**config.mk**
```make
export PLATFORM = sky130hd
export DESIGN_NAME = desc_launch_queue
export DESIGN_NICKNAME = d
export VERILOG_FILES = /design/src/rtl/dlq_pkg.sv /design/src/rtl/dlq_dpath.sv /design/src/rtl/dlq_ctrl.sv /design/src/rtl/desc_launch_queue.sv
export SDC_FILE = /design/constraint.sdc
export NUM_CORES = 2
export LEC_CHECK = 0
export ABC_AREA = 0
export BUFFER_PORTS_ARGS = -buffer_cell sky130_fd_sc_hd__clkbuf_2
export CORE_MARGIN = 1.5
export CORE_UTILIZATION = 50
export DETAILED_ROUTE_END_ITERATION = 7
export GPL_TIMING_DRIVEN = 1
export PLACE_DENSITY = 0.65
export REMOVE_ABC_BUFFERS = 1
export SLEW_MARGIN = 20
export SYNTH_ARGS = -nofsm -noshare
export SYNTH_HDL_FRONTEND = slang
export SYNTH_HIERARCHICAL = 1
export SYNTH_SLANG_ARGS = --single-unit
```
**constraint.sdc**
```tcl
create_clock -name clk -period 6.5 [get_ports clk]
set_input_delay 1.3 -clock clk [delete_from_list [all_inputs] [get_ports clk]]
set_output_delay 1.3 -clock clk [all_outputs]
set_load 0.02 [all_outputs]
```
**src/rtl/dlq_pkg.sv**
```systemverilog
package dlq_pkg;
  localparam int ADDR_W = 5;
  localparam logic [ADDR_W-1:0] ADDR_LAUNCH = 5'h10;
  localparam logic [ADDR_W-1:0] ADDR_SPACE  = 5'h11;
  localparam logic [ADDR_W-1:0] ADDR_SAVE   = 5'h12;
  localparam logic [ADDR_W-1:0] ADDR_ERR    = 5'h13;
  localparam logic [ADDR_W-1:0] ADDR_HEAD   = 5'h14;
  localparam logic [ADDR_W-1:0] ADDR_TAIL   = 5'h15;

  // strobes issued by the control to the datapath
  typedef struct packed {
    logic stageWr;
    logic launch;
    logic pop;
  } dlq_strobe_t;
endpackage

```
**src/rtl/dlq_dpath.sv**
```systemverilog
module dlq_dpath
  import dlq_pkg::*;
#(
  parameter int DW      = 32,
  parameter int DEPTH   = 64,
  parameter int MAX_LEN = 16
) (
  input  logic                           clk,
  input  logic                           rstN,
  input  dlq_strobe_t                    stb,
  input  logic [$clog2(MAX_LEN)-1:0]     winOff,
  input  logic [DW-1:0]                  stageData,
  input  logic [$clog2(MAX_LEN+1)-1:0]   launchLen,
  output logic [DW-1:0]                  winData,
  input  logic [$clog2(MAX_LEN)-1:0]     conIdx,
  output logic [DW-1:0]                  conData,
  output logic [$clog2(MAX_LEN+1)-1:0]   conLen,
  output logic                           conValid,
  output logic [$clog2(DEPTH):0]         usedWords,
  output logic [$clog2(DEPTH):0]         headPtr,
  output logic [$clog2(DEPTH):0]         tailPtr
);
  localparam int PTR_W = $clog2(DEPTH);
  localparam int LEN_W = $clog2(MAX_LEN + 1);

  logic [DW-1:0]    wordMem [DEPTH];
  logic [LEN_W-1:0] lenMem  [DEPTH];
  logic [PTR_W:0]   lqWr, lqRd;
  logic [PTR_W-1:0] winIdx, conSlot;
  logic [PTR_W:0]   descCount;

  assign winIdx    = tailPtr[PTR_W-1:0] + PTR_W'(winOff);
  assign conSlot   = headPtr[PTR_W-1:0] + PTR_W'(conIdx);
  assign winData   = wordMem[winIdx];
  assign conData   = wordMem[conSlot];
  assign conValid  = (lqWr != lqRd);
  assign conLen    = lenMem[lqRd[PTR_W-1:0]];
  assign usedWords = tailPtr - headPtr;
  assign descCount = lqWr - lqRd;

  always_ff @(posedge clk) begin
    if (stb.stageWr) wordMem[winIdx] <= stageData;
    if (stb.launch)  lenMem[lqWr[PTR_W-1:0]] <= launchLen;
  end

  always_ff @(posedge clk) begin
    if (!rstN) begin
      tailPtr <= '0;
      headPtr <= '0;
      lqWr    <= '0;
      lqRd    <= '0;
    end else begin
      if (stb.launch) begin
        tailPtr <= tailPtr + (PTR_W+1)'(launchLen);
        lqWr    <= lqWr + 1'b1;
      end
      if (stb.pop) begin
        headPtr <= headPtr + (PTR_W+1)'(conLen);
        lqRd    <= lqRd + 1'b1;
      end
    end
  end

  // the ring never holds more than DEPTH words
  a_r9_no_overflow: assert property (@(posedge clk) disable iff (!rstN)
    usedWords <= (PTR_W+1)'(DEPTH));
  // a lone launch grows occupancy by exactly its length
  a_r4_launch_grows: assert property (@(posedge clk) disable iff (!rstN)
    (stb.launch && !stb.pop) |=> usedWords == $past(usedWords) + (PTR_W+1)'($past(launchLen)));
  // a lone pop shrinks occupancy by the offered length
  a_r8_pop_shrinks: assert property (@(posedge clk) disable iff (!rstN)
    (stb.pop && !stb.launch) |=> usedWords == $past(usedWords) - (PTR_W+1)'($past(conLen)));
  // every queued length covers at least one stored word
  a_r12_desc_count: assert property (@(posedge clk) disable iff (!rstN)
    descCount <= usedWords);
  a_r12_len_nonzero: assert property (@(posedge clk) disable iff (!rstN)
    conValid |-> conLen != '0);
endmodule

```
**src/rtl/dlq_ctrl.sv**
```systemverilog
module dlq_ctrl
  import dlq_pkg::*;
#(
  parameter int DW      = 32,
  parameter int DEPTH   = 64,
  parameter int MAX_LEN = 16
) (
  input  logic                           clk,
  input  logic                           rstN,
  input  logic                           cpuWe,
  input  logic [ADDR_W-1:0]              cpuAddr,
  input  logic [DW-1:0]                  cpuWdata,
  output logic [DW-1:0]                  cpuRdata,
  input  logic                           conPop,
  input  logic                           conValid,
  input  logic [$clog2(DEPTH):0]         usedWords,
  input  logic [$clog2(DEPTH):0]         headPtr,
  input  logic [$clog2(DEPTH):0]         tailPtr,
  input  logic [DW-1:0]                  winData,
  output dlq_strobe_t                    stb,
  output logic [$clog2(MAX_LEN)-1:0]     winOff,
  output logic [$clog2(MAX_LEN+1)-1:0]   launchLen
);
  localparam int PTR_W = $clog2(DEPTH);
  localparam int OFF_W = $clog2(MAX_LEN);
  localparam int LEN_W = $clog2(MAX_LEN + 1);

  logic [LEN_W-1:0] saveLen, spaceAvail, offPlusOne;
  logic [1:0]       errBits;
  logic [PTR_W:0]   freeWords;
  logic             isWin, launchOk, saveOk;

  assign freeWords  = (PTR_W+1)'(DEPTH) - usedWords;
  assign spaceAvail = (freeWords > (PTR_W+1)'(MAX_LEN)) ? LEN_W'(MAX_LEN)
                                                       : LEN_W'(freeWords);
  assign isWin      = (cpuAddr < ADDR_W'(MAX_LEN));
  assign winOff     = cpuAddr[OFF_W-1:0];
  assign offPlusOne = LEN_W'(winOff) + 1'b1;
  assign launchLen  = cpuWdata[LEN_W-1:0];
  assign launchOk   = (cpuWdata != '0) && (cpuWdata <= DW'(MAX_LEN))
                   && (cpuWdata <= DW'(spaceAvail));
  assign saveOk     = (cpuWdata <= DW'(MAX_LEN));

  always_comb begin
    stb.stageWr = cpuWe && isWin && (LEN_W'(winOff) < spaceAvail);
    stb.launch  = cpuWe && (cpuAddr == ADDR_LAUNCH) && launchOk;
    stb.pop     = conPop && conValid;
  end

  always_ff @(posedge clk) begin
    if (!rstN) begin
      saveLen <= '0;
      errBits <= '0;
    end else if (cpuWe) begin
      if (stb.stageWr && (offPlusOne > saveLen)) saveLen <= offPlusOne;
      if (cpuAddr == ADDR_LAUNCH) begin
        if (launchOk) saveLen <= '0;
        else          errBits[0] <= 1'b1;
      end
      if (cpuAddr == ADDR_SAVE) begin
        if (saveOk) saveLen <= cpuWdata[LEN_W-1:0];
        else        errBits[1] <= 1'b1;
      end
      if (cpuAddr == ADDR_ERR) errBits <= errBits & ~cpuWdata[1:0];
    end
  end

  always_comb begin
    cpuRdata = '0;
    if (isWin) cpuRdata = winData;
    else begin
      case (cpuAddr)
        ADDR_SPACE: cpuRdata = DW'(spaceAvail);
        ADDR_SAVE:  cpuRdata = DW'(saveLen);
        ADDR_ERR:   cpuRdata = DW'(errBits);
        ADDR_HEAD:  cpuRdata = DW'(headPtr);
        ADDR_TAIL:  cpuRdata = DW'(tailPtr);
        default:    cpuRdata = '0;
      endcase
    end
  end

  // reported space never exceeds the per-packet cap
  a_r6_space_cap: assert property (@(posedge clk) disable iff (!rstN)
    spaceAvail <= LEN_W'(MAX_LEN));
  // staged length stays within a legal descriptor size
  a_r10_save_bound: assert property (@(posedge clk) disable iff (!rstN)
    saveLen <= LEN_W'(MAX_LEN));
  // an accepted launch restarts staging at zero
  a_r4_save_clears: assert property (@(posedge clk) disable iff (!rstN)
    stb.launch |=> saveLen == '0);
  // a refused launch raises the error flag
  a_r5_reject_flags: assert property (@(posedge clk) disable iff (!rstN)
    (cpuWe && cpuAddr == ADDR_LAUNCH && !stb.launch) |=> errBits[0]);
endmodule

```
**src/rtl/desc_launch_queue.sv**
```systemverilog
module desc_launch_queue
  import dlq_pkg::*;
#(
  parameter int DW      = 32,
  parameter int DEPTH   = 64,
  parameter int MAX_LEN = 16
) (
  input  logic                           clk,
  input  logic                           rstN,
  input  logic                           cpuWe,
  input  logic [ADDR_W-1:0]              cpuAddr,
  input  logic [DW-1:0]                  cpuWdata,
  output logic [DW-1:0]                  cpuRdata,
  output logic                           conValid,
  output logic [$clog2(MAX_LEN+1)-1:0]   conLen,
  input  logic [$clog2(MAX_LEN)-1:0]     conIdx,
  output logic [DW-1:0]                  conData,
  input  logic                           conPop
);
  localparam int PTR_W = $clog2(DEPTH);
  localparam int OFF_W = $clog2(MAX_LEN);
  localparam int LEN_W = $clog2(MAX_LEN + 1);

  dlq_strobe_t      stb;
  logic [OFF_W-1:0] winOff;
  logic [LEN_W-1:0] launchLen;
  logic [DW-1:0]    winData;
  logic [PTR_W:0]   usedWords, headPtr, tailPtr;

  dlq_ctrl #(.DW(DW), .DEPTH(DEPTH), .MAX_LEN(MAX_LEN)) ctrl_i (
    .clk(clk), .rstN(rstN), .cpuWe(cpuWe), .cpuAddr(cpuAddr),
    .cpuWdata(cpuWdata), .cpuRdata(cpuRdata), .conPop(conPop),
    .conValid(conValid), .usedWords(usedWords), .headPtr(headPtr),
    .tailPtr(tailPtr), .winData(winData), .stb(stb), .winOff(winOff),
    .launchLen(launchLen)
  );

  dlq_dpath #(.DW(DW), .DEPTH(DEPTH), .MAX_LEN(MAX_LEN)) dpath_i (
    .clk(clk), .rstN(rstN), .stb(stb), .winOff(winOff),
    .stageData(cpuWdata), .launchLen(launchLen), .winData(winData),
    .conIdx(conIdx), .conData(conData), .conLen(conLen),
    .conValid(conValid), .usedWords(usedWords), .headPtr(headPtr),
    .tailPtr(tailPtr)
  );
endmodule

```
**Word level (Yosys, flattened, before mapping)**

Memories as Yosys holds them, arrays and structs flattened. A register that Yosys moved wholly into a read port is not among the register bits.
Index checks and enable logic that the tools add are counted.

- Logic and storage cells: 67
- Memories kept: 2
- Input port bits: 45
- Memory bits (writable): 2368
- Flip-flop bits (word level): 35

- Reductions and logical operators: 13
- Muxes and demuxes: 19
- Equal/unequal tests: 9
- Bitwise logic cells: 2
- Add/sub/neg operators: 9
- $lt $le $gt $ge: 6

Memory list:

| memory | words | width | rd ports | clocked after Yosys merged registers in | write ports | line | text |
|---|---|---|---|---|---|---|---|
| dpath_i.wordMem | 64 | 32 | 2 | 0 | 1 | dlq_dpath.sv:26 | `logic [DW-1:0] wordMem [DEPTH];` |
| dpath_i.lenMem | 64 | 5 | 1 | 1 | 1 | dlq_dpath.sv:27 | `logic [LEN_W-1:0] lenMem [DEPTH];` |

Operators with widths:

| kind | count |
|---|---|
| $pmux 7 s5 | 1 |
| $le 32x5->1 | 1 |
| $le 32x5->1 const B | 1 |
| $mux 32 | 1 |
| $reduce_bool 32->1 | 1 |
| $eq 5x5->1 const B | 6 |
| $mux 5 | 6 |
| $add 7x1->7 const B | 2 |
| $add 7x5->7 | 2 |
| $add 6x4->6 | 2 |
| $mux 6 | 2 |
| $logic_and 1x1->1 | 8 |
| $mux 1 | 8 |
| $gt 7x5->1 const B | 1 |
| $ne 7x7->1 | 1 |
| $sub 7x7->7 | 1 |
| $sub 7x7->7 const A | 1 |
| $reduce_and 3->1 | 2 |
| $add 4x1->5 const B | 1 |
| $gt 5x5->1 | 1 |
| $lt 4x5->1 | 1 |
| $lt 5x5->1 const B | 1 |
| $ne 2x2->1 const B | 2 |
| $reduce_bool 2->1 | 2 |
| 3 further kinds | 3 |

**Longest topological paths before layout**

- Depth in word-level cells: 12
- Gate-level depth with buffers: 23
- Mapped depth without buffers: 21

**Cells and area by module**

The synthesis kept the hierarchy.

By module, submodules not included:

| module | times used | cells each | area each (um^2) |
|---|---|---|---|
| dlq_dpath | 1 | 5255 | 108784.3 |
| dlq_ctrl | 1 | 218 | 1564.0 |

**Least setup slack after synthesis**

Ideal clock, no wire load.

- Kind: register -> register
- Start: register dpath_i.tailPtr[0]
- End: memory dpath_i.wordMem[10][0], enable pin
- Arrival: 5.400 ns
- Setup slack: 0.679 ns
- Setup time: 0.421 ns
- Stages on the path, launching flop included: 20
- Cell sequence: dfxtp_1 inv_1 ha_1 fa_1 inv_1 a21oi_1 o21bai_1 a21o_1 a21oi_1 xnor2_1 or2b_1 o22ai_1 o2111ai_1 ha_1 a211oi_1 o21bai_1 a21oi_1 or3b_2 or3_1 nor2_1

RTL lines:

| element | line | text |
|---|---|---|
| from (decl) | dlq_dpath.sv:21 | `output logic [$clog2(DEPTH):0] tailPtr` |
| from (signal assigned) | dlq_dpath.sv:54 | `tailPtr <= tailPtr + (PTR_W+1)'(launchLen);` |
| to (decl) | dlq_dpath.sv:26 |  |

**Worst setup path after layout**

- Start: input port cpuAddr[2]
- End: output port cpuRdata[4]

- Word-level cells in the longest chain between the ends: 3

Ends and longest elaborated chain:

| element | line | text |
|---|---|---|
| from (decl) | desc_launch_queue.sv:11 | `input logic [ADDR_W-1:0] cpuAddr,` |
| $add 6x4->6 | dlq_dpath.sv:32 | `assign winIdx = tailPtr[PTR_W-1:0] + PTR_W'(winOff);` |
| $mem_v2 64x32 | - |  |
| via winData[4] | desc_launch_queue.sv:27 | `logic [DW-1:0] winData;` |
| $mux 32 | dlq_ctrl.sv:70 | `if (isWin) cpuRdata = winData;` |
| to (decl) | desc_launch_queue.sv:13 | `output logic [DW-1:0] cpuRdata,` |

The timed path passes the listed nets, and every way through them passes these cells.

==> impl_results.md <==
- Clock transition at path regs: 60 ps
- Combinational group share of total power: 6.4%
- Placeable Area: 220000 um2
- Time the worst path needs with I/O delays and setup: 6390 ps
- Total negative slack for setup checks: 0 ps
- Crit path required time: 5200 ps
- Sequential Area: 71900 um2
- Max-capacitance violation count: 0
- Row Count: 172
- Distinct cell type count of the synthesized netlist: 69
- Synth top area share: 64.4%
- Instance count of the mapped netlist: 5473
- Die extent in y: 473 um
- Hold buffer count at cts: 0
- Antenna violations before repair: 16
- Total internal power: 0.0268 W
- Seq pwr share: 49.9%
- Worst Hold Class: register to register
- Iteration-0 DRC count of the detailed router: 11169
- Most instantiated flip-flop cell in the synthesis netlist: sky130_fd_sc_hd__edfxtp_1
- Boundary Pins: 115
- Result of the run: finished clean
- FILL cells: 15879
- Share of post-route cells with drive strength above 1: 36.8%
- Remaining DRCs: 0
- Most area-hungry cell type in the Yosys netlist: sky130_fd_sc_hd__edfxtp_1
- Clock sink count: 2409
- First-pass GRT wire length: 506000 um
- Post-DP HPWL: 210000 um
- Number of levels in the clock H-tree: 5
- Fraction of power spent switching nets: 21.7%
- Overall Power: 0.0342 W
- CTS buffer count: 274
- Worst clock skew: 63.0 ps
- Detailed-route wire length: 363000 um
- Pwr per Cell Area: 270 nW/um2
- Maximum vdd ir drop: 0.000282 V
- Via count of the routed design: 65670
- Top library cells by usage in the layout, fill and taps aside: sky130_fd_sc_hd__edfxtp_1, sky130_fd_sc_hd__mux4_2, sky130_fd_sc_hd__nand2_1, sky130_fd_sc_hd__clkbuf_16, sky130_fd_sc_hd__buf_4
- Fin crit share: 98.4%
- Pin count of the biggest net entering global routing: 119
- Area of the multi-input gates: 37100 um2
- Register bit count reported by yosys: 2409
- Count of TritonRoute iterations in the first routing pass: 6
- Antenna-violating nets left: 0
- Overall routing resource usage: 32.6%
- Root buf cell: sky130_fd_sc_hd__clkbuf_16
- Number of global-route vias before repair: 63918
- Final count of hold timing violations: 0
- Final estimated routing congestion in global placement: 0.860
- Setup crit start kind: input pin
- Arrival time of data at the critical path endpoint: 5090 ps
- Floorplan die area: 224000 um2
- Number of standard cells in the layout, taps in and fillers out: 8912
- Port bufs: 114
- Ranking of synthesized cells by area: sky130_fd_sc_hd__edfxtp_1, sky130_fd_sc_hd__mux4_2, sky130_fd_sc_hd__nand2_1
- Syn avg cell area: 20.2 um2
- Buffers from clock root to sink, at most: 4
- Achievable clock frequency: 156 MHz
- Class of the most critical setup path: input pin to output pin
- Leakage power: 40.3 nW
- Portion of total power attributed to the clock network: 43.7%
- Post-layout net count: 5940
- WL per Instance: 40.8 um
- Portion of the post-synthesis area used by sequential elements: 65.2%
- Unrepaired setup endpoints after global routing: false
- Initial core utilization: 50.3%
- Width of the chip: 473 um
- Hold_ws: 460 ps
- Insertion delay of the later-clocked pin in the worst-skew pair: 950 ps
- Critical path peak fanout: 13
- Max-Slew Margin vs Limit: 27.1%
- Detail-routed via count per cell: 7.37
- Clock tree from TritonCTS: built
- Power spent charging and discharging nets: 0.00741 W
- Endpoints failing setup: 0
- Slew Viols, Final: 0
- Mapped Area: 110000 um2
- Number of flops mapped to enable cells by yosys: 2368
- Async S/R FF share, synth: 0%
- Commonest non-fill, non-tap cell in the layout: sky130_fd_sc_hd__edfxtp_1
- Total congestion overflow: 0
- Critical Path End Type: output pin
- Worst-Margin Slew: 1090 ps
- Yosys warns: 6
- Growth of design area from synthesis to finish: 15.0%
- Number of cells after detailed placement: 8441
[final timing paths]
path / start / endpoint / slack [ps] / cells past startpoint
setup / recovery: cpuAddr[2] / cpuRdata[4] / 110 / 13
hold / removal: ctrl_i/errBits[0]$_SDFFE_PN0P_ / ctrl_i/errBits[0]$_SDFFE_PN0P_ / 460 / 2
setup reg to reg: dpath_i/headPtr[1]$_SDFFE_PN0P_ / dpath_i/wordMem[54][6]$_DFFE_PP_ / 290 / 19
hold reg to reg: ctrl_i/errBits[0]$_SDFFE_PN0P_ / ctrl_i/errBits[0]$_SDFFE_PN0P_ / 460 / 2
[power groups by stage]
stage	Sequential (W)	Combinational, W	Clock [W]
after global routing	0.0171	0.00230	0.0157
after global placement	0.0174	0.00216	0
after floorplan	0.0174	0.00242	0
final	0.0171	0.00219	0.0149
after detailed placement	0.0174	0.00218	0
after CTS	0.0171	0.00219	0.0151
[cell families (layout without fill, tap and decap cells)]
family	after synthesis	after routing	synth area share, %
buffers and inverters	452	1016	1.82
XOR/XNOR	48	48	0.405
AO/OA/AOI/OAI	277	277	1.95
flip-flops	2409	2409	65.2
other	0	4	0
AND/OR/NAND/NOR	905	905	3.79
adder cells (fa/ha/maj)	49	49	0.590
multiplexers	1333	1333	26.3
[layout make-up]
class	instances	area share (%)
antenna	4	0.00789
clock buffer	332	5.69
clock inverter	135	1.00
inverter	36	0.106
multi-input combinational	2612	29.2
sequential	2409	56.7
tap	2871	2.83
timing repair buffer	513	4.44
[flip-flops by register name, indices dropped and copies added, names as in the netlist, named ones only]
register,flops
dpath_i/headPtr,7
dpath_i/tailPtr,7
ctrl_i/errBits,2
dpath_i/wordMem,2048
dpath_i/lqWr,7
ctrl_i/saveLen,5
dpath_i/lenMem,320
dpath_i/lqRd,7
[cells in the mapped netlist (16+ instances only)]
| master | number |
|---|---|
| sky130_fd_sc_hd__a21oi_1 | 19 |
| sky130_fd_sc_hd__a22oi_1 | 66 |
| sky130_fd_sc_hd__a32o_1 | 62 |
| sky130_fd_sc_hd__buf_1 | 16 |
| sky130_fd_sc_hd__buf_2 | 130 |
| sky130_fd_sc_hd__buf_4 | 26 |
| sky130_fd_sc_hd__clkbuf_1 | 237 |
| sky130_fd_sc_hd__dfxtp_1 | 41 |
| sky130_fd_sc_hd__edfxtp_1 | 2368 |
| sky130_fd_sc_hd__ha_1 | 44 |
| sky130_fd_sc_hd__inv_1 | 36 |
| sky130_fd_sc_hd__mux2i_1 | 83 |
| sky130_fd_sc_hd__mux4_2 | 1249 |
| sky130_fd_sc_hd__nand2_1 | 337 |
| sky130_fd_sc_hd__nand3_1 | 207 |
| sky130_fd_sc_hd__nand4_1 | 43 |
| sky130_fd_sc_hd__nor2_1 | 150 |
| sky130_fd_sc_hd__nor2b_1 | 49 |
| sky130_fd_sc_hd__nor3_1 | 36 |
| sky130_fd_sc_hd__o211ai_1 | 35 |
| sky130_fd_sc_hd__o21ai_0 | 28 |
| sky130_fd_sc_hd__or3_1 | 21 |
| sky130_fd_sc_hd__xnor2_1 | 31 |
[critical path, cell delays in order]
cell and delay (ps):
sky130_fd_sc_hd__clkbuf_2 190, sky130_fd_sc_hd__ha_1 430, sky130_fd_sc_hd__nor2b_1 160, sky130_fd_sc_hd__o21ai_0 150
sky130_fd_sc_hd__nand2b_1 230, sky130_fd_sc_hd__xnor2_1 810, sky130_fd_sc_hd__nor2_4 170, sky130_fd_sc_hd__buf_4 360
sky130_fd_sc_hd__a22oi_1 220, sky130_fd_sc_hd__nand2_1 190, sky130_fd_sc_hd__a222oi_1 520, sky130_fd_sc_hd__o211ai_1 160
sky130_fd_sc_hd__clkbuf_2 180
[stage by stage]
| stage | worst slack, ps | utilization, % | cell area (um2) |
|---|---|---|---|
| after floorplan | -17570 | - | 108000 |
| after global placement | 164 | 53.9 | 118000 |
| after detailed placement | 212 | 53.9 | 118000 |
| after CTS | 35.7 | 57.8 | 127000 |
| after global routing | 91.9 | 57.8 | 127000 |
| final | 107 | 57.8 | 127000 |
[repair_timing]
item / 4_1_cts / 5_1_grt
resized for setup: 0 / 2
setup buffers: 0 / 0
setup endpoints to repair: 0 / 4
[routing by layer]
layer / vias up / track usage (%) / part of all wire, %
li1: 24329 / - / -
met1: 34996 / 46.1 / 36
met2: 5533 / 47.3 / 45
met3: 804 / 11.0 / 15
met4: 8 / 12.4 / 4.3
met5: - / 0 / 0.017
Power figures use the tool's default switching activity.
